<file path="src/rtl/ser_tx_pkg.sv">
package ser_tx_pkg;

  // Source of the word loaded at a boundary
  typedef enum logic [1:0] {
    SRC_DATA    = 2'd0,
    SRC_PATTERN = 2'd1,
    SRC_IDLE    = 2'd2
  } word_src_e;

  localparam int unsigned DEF_WORD_W = 8;

endpackage

</file>
<file path="src/rtl/ser_word_sel.sv">
module ser_word_sel
  import ser_tx_pkg::*;
#(
  parameter int unsigned    W       = DEF_WORD_W,
  parameter logic [W-1:0]   PATTERN = 8'hFE,
  parameter logic [W-1:0]   IDLE    = 8'hCA
) (
  input  logic         boundary,
  input  logic         in_valid,
  input  logic [W-1:0] in_data,
  input  logic         pat_sel,
  output logic         in_ready,
  output logic [W-1:0] word,
  output word_src_e    src
);

  always_comb begin
    if (pat_sel) begin
      src  = SRC_PATTERN;
      word = PATTERN;
    end else if (in_valid) begin
      src  = SRC_DATA;
      word = in_data;
    end else begin
      src  = SRC_IDLE;
      word = IDLE;
    end
  end

  // Data is consumed only at a boundary where the pattern is not forced
  assign in_ready = boundary && !pat_sel;

  // Immediate check: pattern selection never consumes data
  always_comb begin
    if (pat_sel) begin
      AST_PAT_BLOCKS_READY: assert (!in_ready);
    end
  end

endmodule

</file>
<file path="src/rtl/ser_shifter.sv">
module ser_shifter
  import ser_tx_pkg::*;
#(
  parameter int unsigned W  = DEF_WORD_W,
  localparam int unsigned PW = $clog2(W)
) (
  input  logic          clk,
  input  logic          rst_n,
  input  logic [W-1:0]  word,
  output logic          boundary,
  output logic [PW-1:0] phase,
  output logic          raw_bit
);

  localparam logic [PW-1:0] LAST_PH = PW'(W - 1);

  logic [W-1:0]  sh_q;
  logic [PW-1:0] ph_q;

  // Reset parks the phase on the last slot so the first cycle is a boundary
  always_ff @(posedge clk) begin
    if (!rst_n) begin
      ph_q <= LAST_PH;
      sh_q <= '0;
    end else if (ph_q == LAST_PH) begin
      ph_q <= '0;
      sh_q <= word;
    end else begin
      ph_q <= ph_q + PW'(1);
      sh_q <= {sh_q[W-2:0], 1'b0};
    end
  end

  assign boundary = (ph_q == LAST_PH);
  assign phase    = ph_q;
  assign raw_bit  = sh_q[W-1];

  AST_MSB_FIRST: assert property (@(posedge clk) disable iff (!rst_n)
    boundary |=> raw_bit == $past(word[W-1]));

  AST_BOUNDARY_GAP: assert property (@(posedge clk) disable iff (!rst_n)
    boundary |=> !boundary);

endmodule

</file>
<file path="src/rtl/ser_slip.sv">
module ser_slip
  import ser_tx_pkg::*;
#(
  parameter int unsigned W  = DEF_WORD_W,
  localparam int unsigned DW = $clog2(W)
) (
  input  logic          clk,
  input  logic          rst_n,
  input  logic          raw_bit,
  input  logic          boundary,
  input  logic [DW-1:0] phase,
  input  logic [DW-1:0] delay_bits,
  output logic          ser_out,
  output logic          word_start,
  output logic          slip_flag
);

  logic [W-1:1]  hist_q;
  logic [W-1:0]  taps;
  logic [DW-1:0] dly_q;
  logic          slip_q;

  // taps[k] is the undelayed bit from k cycles ago
  assign taps = {hist_q, raw_bit};

  always_ff @(posedge clk) begin
    if (!rst_n) begin
      hist_q <= '0;
    end else begin
      hist_q <= taps[W-2:0];
    end
  end

  // Delay and its change marker move only at a word boundary
  always_ff @(posedge clk) begin
    if (!rst_n) begin
      dly_q  <= '0;
      slip_q <= 1'b0;
    end else if (boundary) begin
      dly_q  <= delay_bits;
      slip_q <= (delay_bits != dly_q);
    end
  end

  assign ser_out    = taps[dly_q];
  assign word_start = (phase == dly_q);
  assign slip_flag  = slip_q;

  AST_DELAY_HOLD: assert property (@(posedge clk) disable iff (!rst_n)
    !boundary |=> $stable(dly_q));

  AST_FLAG_HOLD: assert property (@(posedge clk) disable iff (!rst_n)
    !boundary |=> $stable(slip_flag));

  AST_FLAG_ON_CHANGE: assert property (@(posedge clk) disable iff (!rst_n)
    (boundary && (delay_bits == dly_q)) |=> !slip_flag);

  AST_ZERO_DELAY_PASS: assert property (@(posedge clk) disable iff (!rst_n)
    (dly_q == '0) |-> (ser_out == raw_bit));

endmodule

</file>
<file path="src/rtl/ser_tx_aligner.sv">
module ser_tx_aligner
  import ser_tx_pkg::*;
#(
  parameter int unsigned  W       = DEF_WORD_W,
  parameter logic [W-1:0] PATTERN = 8'hFE,
  parameter logic [W-1:0] IDLE    = 8'hCA,
  localparam int unsigned DW      = $clog2(W)
) (
  input  logic          clk,
  input  logic          rst_n,
  input  logic          in_valid,
  output logic          in_ready,
  input  logic [W-1:0]  in_data,
  input  logic          pat_sel,
  input  logic [DW-1:0] delay_bits,
  output logic          ser_out,
  output logic          word_start,
  output logic          slip_flag
);

  logic          boundary;
  logic [DW-1:0] phase;
  logic [W-1:0]  word;
  logic          raw_bit;
  word_src_e     src;

  ser_word_sel #(.W(W), .PATTERN(PATTERN), .IDLE(IDLE)) u_sel (
    .boundary (boundary),
    .in_valid (in_valid),
    .in_data  (in_data),
    .pat_sel  (pat_sel),
    .in_ready (in_ready),
    .word     (word),
    .src      (src)
  );

  ser_shifter #(.W(W)) u_shift (
    .clk      (clk),
    .rst_n    (rst_n),
    .word     (word),
    .boundary (boundary),
    .phase    (phase),
    .raw_bit  (raw_bit)
  );

  ser_slip #(.W(W)) u_slip (
    .clk        (clk),
    .rst_n      (rst_n),
    .raw_bit    (raw_bit),
    .boundary   (boundary),
    .phase      (phase),
    .delay_bits (delay_bits),
    .ser_out    (ser_out),
    .word_start (word_start),
    .slip_flag  (slip_flag)
  );

  AST_IDLE_FILL: assert property (@(posedge clk) disable iff (!rst_n)
    (boundary && src == SRC_IDLE) |=> raw_bit == IDLE[W-1]);

  AST_PATTERN_FILL: assert property (@(posedge clk) disable iff (!rst_n)
    (boundary && src == SRC_PATTERN) |=> raw_bit == PATTERN[W-1]);

  AST_READY_ONLY_AT_BOUNDARY: assert property (@(posedge clk) disable iff (!rst_n)
    in_ready |=> !in_ready);

endmodule

</file>
<file path="config.mk">
export PLATFORM = sky130hd
export DESIGN_NAME = ser_tx_aligner
export DESIGN_NICKNAME = d
export VERILOG_FILES = /design/src/rtl/ser_tx_pkg.sv /design/src/rtl/ser_word_sel.sv /design/src/rtl/ser_shifter.sv /design/src/rtl/ser_slip.sv /design/src/rtl/ser_tx_aligner.sv
export SDC_FILE = /design/constraint.sdc
export NUM_CORES = 1
export LEC_CHECK = 0
export CAP_MARGIN = 30
export CORE_ASPECT_RATIO = 0.9
export CORE_MARGIN = 2
export CORE_UTILIZATION = 30
export DETAILED_ROUTE_END_ITERATION = 16
export DONT_BUFFER_PORTS = 1
export GPL_TIMING_DRIVEN = 0
export SYNTH_ARGS = -nofsm -noshare
export SYNTH_HDL_FRONTEND = slang
export SYNTH_SLANG_ARGS = --single-unit
</file>
<file path="constraint.sdc">
create_clock -name clk -period 1.75 [get_ports clk]
set_input_delay 0 -clock clk [delete_from_list [all_inputs] [get_ports clk]]
set_output_delay 0 -clock clk [all_outputs]
set_load 0.02 [all_outputs]
</file>
==> summary.md, run 1 <==
| Metric | Value |
|---|---|
| Vias/cell | `roughly 4.5` |
| Critical Path End | `ser_out` |
| CP arrival | `around 1700 ps` |
| Setup repair after global routing missed its margin | `false` |
| DR iter-0 viols | `13` |
| Distinct cells, synth | `20` |
| Grt ovf | `0` |
| CP Capture Type | `output pin` |
| Crit Reg-Reg Startpoint | `u_shift.phase[0]` |
| Switch share | `28.06%` |
| CP startpoint kind | `flip-flop` |
| Die H | `about 55 um` |
| Leak | `approximately 0.43 nW` |
| # diodes | `0` |
| Period minus WS final | `approximately 1700 ps` |
| Setup repair bufs after CTS | `0` |
| Initial Util | `between 30% and 40%` |
| CTS buffer count | `3` |
| Worst R2R Path Depth | `5` |
| Worst-path clk slew | `between 100 and 150 ps` |
| Clock Latency Late Sink | `300 ps` |
| Rel. slew slack | `between 50% and 60%` |
| Max-slew violations | `0` |
| Setup TNS | `0 ps` |
| Post-synthesis cell area | `~860 sq um` |
| Status | `finished, final reports clean` |
| Net Switching | `~0.32 mW` |
| CP max FO | `5` |
| First-pass GRT wire length | `between 2 and 3 mm` |
| Final Hold Vio Count | `0` |
| Syn_nets | `97` |
| Antenna violations before repair | `0` |
| Final #Nets | `117` |
| DRC | `0` |
| H-tree depth | `1` |
| Part of the power in registers | `between 50% and 60%` |
| Pre-CTS WS | `around 8.4 ps` |
| CP Class | `reg -> out` |
| Setup WS post-layout | `85.96 ps` |
| Max Cap Viol | `0` |
| Port Buffers | `0` |
| Number of global-route vias before repair | `633` |
| Area Overhead vs Synth | `27.79%` |
| Non-Filler Instances | `139` |
| TritonCTS clock tree | `yes` |
| CTS Root Cell | `clkbuf_4` |
| Die Footprint | `around 3300 sq um` |
| Comb power frac | `~22%` |
| Final setup fails | `0` |
| FP Rows | `18` |
| Drt first pass iters | `4` |
| Tot GR Track Use | `11.86%` |
| CTS max path bufs | `2` |
| Antenna Violating Nets Remaining | `0` |
| Final Skew | `~2.2 ps` |
| Register bit total from synthesis | `22` |
| Critical Path Start | `u_slip.dly_q[0]` |
| DR vias | `631` |
| Clk sink count | `22` |
| Power Density | `roughly 1000 nW/um^2` |
| FF-to-FF End | `u_shift.sh_q[0]` |
| Reg2Reg Setup Slack | `around 170 ps` |
| Global placement routability congestion | `about 0.73` |
| Mean Syn Cell Area | `10.81 sq um` |
| Fin crit share | `~95%` |
| Core Util, Final | `40.21%` |
| I/O pins | `19` |
| Clk pwr share | `24.3%` |
| Pin count of the biggest net entering global routing | `13` |
| Peak Freq | `600.9 MHz` |
| Fillers | `slightly below 300` |
| Final Hold Slack | `just over 90 ps` |
| Synth Instances | `80` |
| Core area | `2748 sq um` |
| Worst IR drop on VDD | `511.9 uV` |
| Share of layout cells above drive strength 1 | `a little under a tenth` |
| Wire per inst | `around 12 um` |
| Worst hold path class | `in -> reg` |
| Placed Cells incl. Taps | `120` |
| Worst EP required | `roughly 1800 ps` |
| Post-synthesis sequential area ratio | `between 50% and 60%` |
| Die Span X | `approximately 61 um` |
| Synth warnings | `0` |
| Worst Max-Slew Pin Slew | `roughly 640 ps` |
| Total wire length | `between 1.5 and 2 mm` |
| Internal | `around 0.82 mW` |
[registers in the layout, summed over array words and instances, names as in the netlist]
register	count
u_shift.phase	3
u_slip.hist_q	7
u_slip.slip_flag	1
u_shift.sh_q	8
u_slip.dly_q	3
[per-layer routing]
metal	GRT usage, %	vias up	share of wire [%]
li1	-	317	-
met1	13.94	288	48
met2	19.89	24	45
met3	4.419	2	5.5
met4	4.348	0	1.1
met5	0	-	0
[timing repair]
action	CTS	global route
endpoints found under the hold margin	15	0
resized for setup	1	2
endpoints found under the setup margin	3	4
hold buffers	15	0
[cells by family (layout without fill, tap and decap cells)]
logic type      Yosys count  count (layout)  synth area share, %
buf+inv                   5              24                3.183
xor+xnor                  6               6                6.079
simple gates             22              22                15.77
flops                    22              22                50.94
mux                       6               6                10.85
compound gates           17              17                10.27
fa+ha+maj                 2               2                2.894
[metrics by stage]
stage | power, mW | area (sq um)
finish | 1.145 | 1105
global route | 1.219 | 1105
CTS | 1.153 | 1104
detailed placement | 0.8435 | 914.6
global placement | 0.8359 | 914.6
floorplan | 0.7977 | 864.6
[layout by cell type, fill, tap and decap left out, drive strengths merged]
cell and instances:
nor3 1, o21ai 9, mux4 2, dlygate4sd3 15, nand2 3, nor3b 4, mux2 1, a21oi 7
ha 2, a41oi 1, xor2 3, xnor2 3, nand2b 2, dfxtp 22, buf 2, nor2b 4
and2 7, and4 1, mux2i 3, clkbuf 7
[power groups by stage]
stage	clock [mW]	combinational, mW	sequential (mW)
after detailed placement	0	0.221	0.623
after floorplan	0	0.186	0.612
final	0.278	0.255	0.611
after global placement	0	0.216	0.620
after global routing	0.314	0.286	0.618
after CTS	0.288	0.255	0.611
[critical path: stages (launching register included)]
cell and delay, ps:
dfxtp_1 340, buf_6 120, mux4_1 550, mux2_2 340
[worst min path at each step]
stage	start	endpoint	slack [ps]	cells after the start
CTS	rst_n	u_shift.sh_q[1]	80	3
floorplan	rst_n	u_shift.phase[1]	70	1
global route	rst_n	u_slip.dly_q[1]	100	2
global placement	rst_n	u_shift.phase[1]	80	1
detailed placement	rst_n	u_shift.phase[2]	80	1
finish	rst_n	u_shift.sh_q[1]	90	3
[cell type report]
class	instances	area (sq um)	share of cell area [%]
Multi-Input combinational cell	53	399.1	36.13
Timing Repair Buffer	15	150.1	13.59
Tap cell	40	50.05	4.530
Sequential cell	22	440.4	39.86
Clock buffer	4	36.28	3.284
Buffer	5	28.78	2.605
[synthesized netlist by cell type, drive strengths merged]
master	instances	share of area [%]
a21oi	7	4.1
a41oi	1	1.0
and2	7	5.1
and4	1	1.0
buf	2	1.9
clkbuf	3	1.3
dfxtp	22	51
ha	2	2.9
mux2	1	1.3
mux2i	3	3.5
mux4	2	6.1
nand2	3	1.3
nand2b	2	1.4
nor2b	4	2.9
nor3	1	0.58
nor3b	4	3.5
o21ai	9	5.2
xnor2	3	3.0
xor2	3	3.0
Note: power is estimated with default switching activity, not from simulation.
==> inputs of run 2 (changes only) <==
- ABC_AREA: unset -> 1
- BUFFER_PORTS_ARGS: unset -> -buffer_cell sky130_fd_sc_hd__buf_2
- DONT_BUFFER_PORTS: 1 -> unset
==> run 2 against run 1 <==
Compared with the run above:
- sequential power increased by 1%
- combinational power increased by 60%
- clock power decreased by 19%
- critical path depth increased by 2
- register-to-register slack improved by 320 ps
- critical endpoint is now in_ready
==> summary.md, run 2 <==
| Metric | Value |
|---|---|
| Fillers | `around 340` |
| DR iter-0 viols | `21` |
| Fin crit share | `slightly below 90%` |
| Rel. slew slack | `85.98%` |
| Pin count of the biggest net entering global routing | `12` |
| Worst R2R Path Depth | `5` |
| Post-synthesis sequential area ratio | `between 40% and 50%` |
| Max-slew violations | `0` |
| Number of flip-flops in the largest register | `8` |
| CP max stage cell | `dfxtp_1` |
| CTS max path bufs | `2` |
| Final setup fails | `0` |
| Delay-heaviest family, CP | `adder cells` |
| Most used DFF post-synth | `dfxtp_1` |
| Vias/cell | `approximately 4.2` |
| Synth warnings | `0` |
| Setup TNS | `0 ps` |
| Most frequent cell after synthesis | `nand2_1` |
| Number of global-route vias before repair | `833` |
| Mean Syn Cell Area | `about 8 sq um` |
| Hold Path Cell Cnt | `4` |
| Final Hold Slack | `~90 ps` |
| Die Footprint | `around 3800 sq um` |
| CP startpoint kind | `flip-flop` |
| Syn_nets | `143` |
| Post-synth top cells | `32 x nand2_1, 22 x dfxtp_1, 22 x inv_1` |
| Worst hold path class | `in -> reg` |
| Largest registers | `u_shift.sh_q (8), u_slip.hist_q (7)` |
| Wire per inst | `8.908 um` |
| Synth async-reset ratio | `0%` |
| Die Span X | `64.43 um` |
| Antenna Violating Nets Remaining | `0` |
| H-tree depth | `1` |
| Clk sink count | `22` |
| Post-synthesis cell area | `985.9 sq um` |
| Setup WS post-layout | `191.9 ps` |
| CTS buffer count | `3` |
| DR vias | `861` |
| Worst IR drop on VDD | `roughly 410 uV` |
| Non-Filler Instances | `slightly above 200` |
| Post-DP HPWL | `between 1 and 1.5 mm` |
| Area contributors post-synth | `dfxtp_1 45%, nand2_1 12%, inv_1 8.4%` |
| Period minus WS final | `1558 ps` |
| Peak Freq | `roughly 640 MHz` |
| Die H | `approximately 58 um` |
| Clock Latency Late Sink | `300 ps` |
| Placed Cells incl. Taps | `around 190` |
| CP max FO | `8` |
| Buf/Inv on CP | `2` |
| Drt first pass iters | `4` |
| Crit path largest cell delay | `between 300 and 400 ps` |
| Grt ovf | `0` |
| Distinct cells, synth | `18` |
| Most common cell after layout, fill and taps aside | `nand2_1` |
| Power Density | `945.4 nW/um^2` |
| Reg with most FFs | `u_shift.sh_q` |
| Final #Nets | `between 150 and 200` |
| Max Cap Viol | `0` |
| Initial Util | `31.90%` |
| FP Rows | `19` |
| Worst path depth | `5` |
| Total wire length | `approximately 1.8 mm` |
| Worst-path clk slew | `110 ps` |
| Pre-CTS WS | `just under 400 ps` |
| Cell taking the most area after synthesis | `dfxtp_1` |
| First-pass GRT wire length | `between 3 and 4 mm` |
| Tot Pwr | `1.252 mW` |
| DRC | `0` |
| Top-area cell type share of the netlist area | `44.67%` |
| Post-synth EDFFs | `0` |
| Core area | `3090 sq um` |
| Most frequent cells in the layout | `32 x nand2_1, 22 x inv_1, 22 x dfxtp_1, 18 x buf_2, 17 x dlygate4sd3_1` |
| Share of layout cells above drive strength 1 | `between 20% and 30%` |
| # diodes | `0` |
| Port Buffers | `18` |
| Register bit total from synthesis | `22` |
| I/O pins | `19` |
| Setup repair after global routing missed its margin | `false` |
| Leak | `0.6543 nW` |
| Worst Max-Slew Pin Slew | `between 200 and 250 ps` |
| CP Class | `reg -> out` |
| CP Capture Type | `output pin` |
| Area Overhead vs Synth | `34.26%` |
| Synth Instances | `around 130` |
| TritonCTS clock tree | `yes` |
| Status | `finished, final reports clean` |
| Tot GR Track Use | `~11%` |
| Final Hold Vio Count | `0` |
| Antenna violations before repair | `0` |
| Global placement routability congestion | `~0.74` |
| CTS Root Cell | `clkbuf_4` |
| Worst path cell trace | `ha_1, ha_2, inv_2, nor2_8, buf_2` |
| CP arrival | `1560 ps` |
| Final Skew | `around 2.9 ps` |
| Worst EP required | `approximately 1800 ps` |
| Reg2Reg Setup Slack | `between 400 and 500 ps` |
run 2: logic make-up (layout without fill, tap and decap cells):
group,count (synthesis),in the layout,synth area share (%)
flip-flops,22,22,44.67
buffers and inverters,28,66,12.94
adder cells (fa/ha/maj),2,2,2.538
XOR/XNOR,3,3,2.665
AO/OA/AOI/OAI,22,22,15.35
AND/OR/NAND/NOR,49,49,21.83
run 2: worst paths after layout:
kind / to / from
min reg2reg: u_slip.hist_q[7] / u_slip.hist_q[6]
max: in_ready / u_shift.phase[0]
min: u_shift.sh_q[3] / in_valid
max reg2reg: u_shift.sh_q[2] / u_shift.phase[0]
run 2: power by group:
part	total, mW	internal, mW	switching, mW
clock	0.224	0.0804	0.144
combinational	0.409	0.183	0.226
sequential	0.618	0.574	0.0443
run 2: final cells by class:
cell class	instances	area [sq um]	area share, %
repair buffers	35	260.3	19.66
well taps	42	52.55	3.970
flip-flops and latches	22	440.4	33.27
multi-input cells	76	420.4	31.76
inverters	24	90.09	6.805
clock buffers	3	22.52	1.701
plain buffers	4	37.54	2.836
run 2: per-layer routing:
metal	global-route usage [%]	share of wire [%]	routed length, um	vias up
met5	0	0	0	-
met4	4.559	1.5	27	0
met3	4.780	5.0	91	5
met2	21.43	50	921	17
met1	11.37	43	795	380
li1	-	-	-	459
run 2: through the flow:
step | util (%) | area (sq um)
after floorplan | - | 985.9
after global placement | 36.52 | 1129
after detailed placement | 36.52 | 1129
after CTS | 42.75 | 1321
after global routing | 42.83 | 1324
final | 42.83 | 1324
run 2: timing repair:
action | 4_1_cts | 5_1_grt
setup buffers | 0 | 0
hold buffers | 17 | 0
setup endpoints to repair | 0 | 1
resized for setup | 0 | 1
hold endpoints to repair | 13 | 0
run 2: tightest hold or removal path, delay by kind of cell:
| kind | cells | cell delay [ps] |
|---|---|---|
| buffers and inverters | 2 | 190 |
| AOI/OAI and AO/OA | 1 | 70 |
| and+or+nand+nor | 1 | 90 |
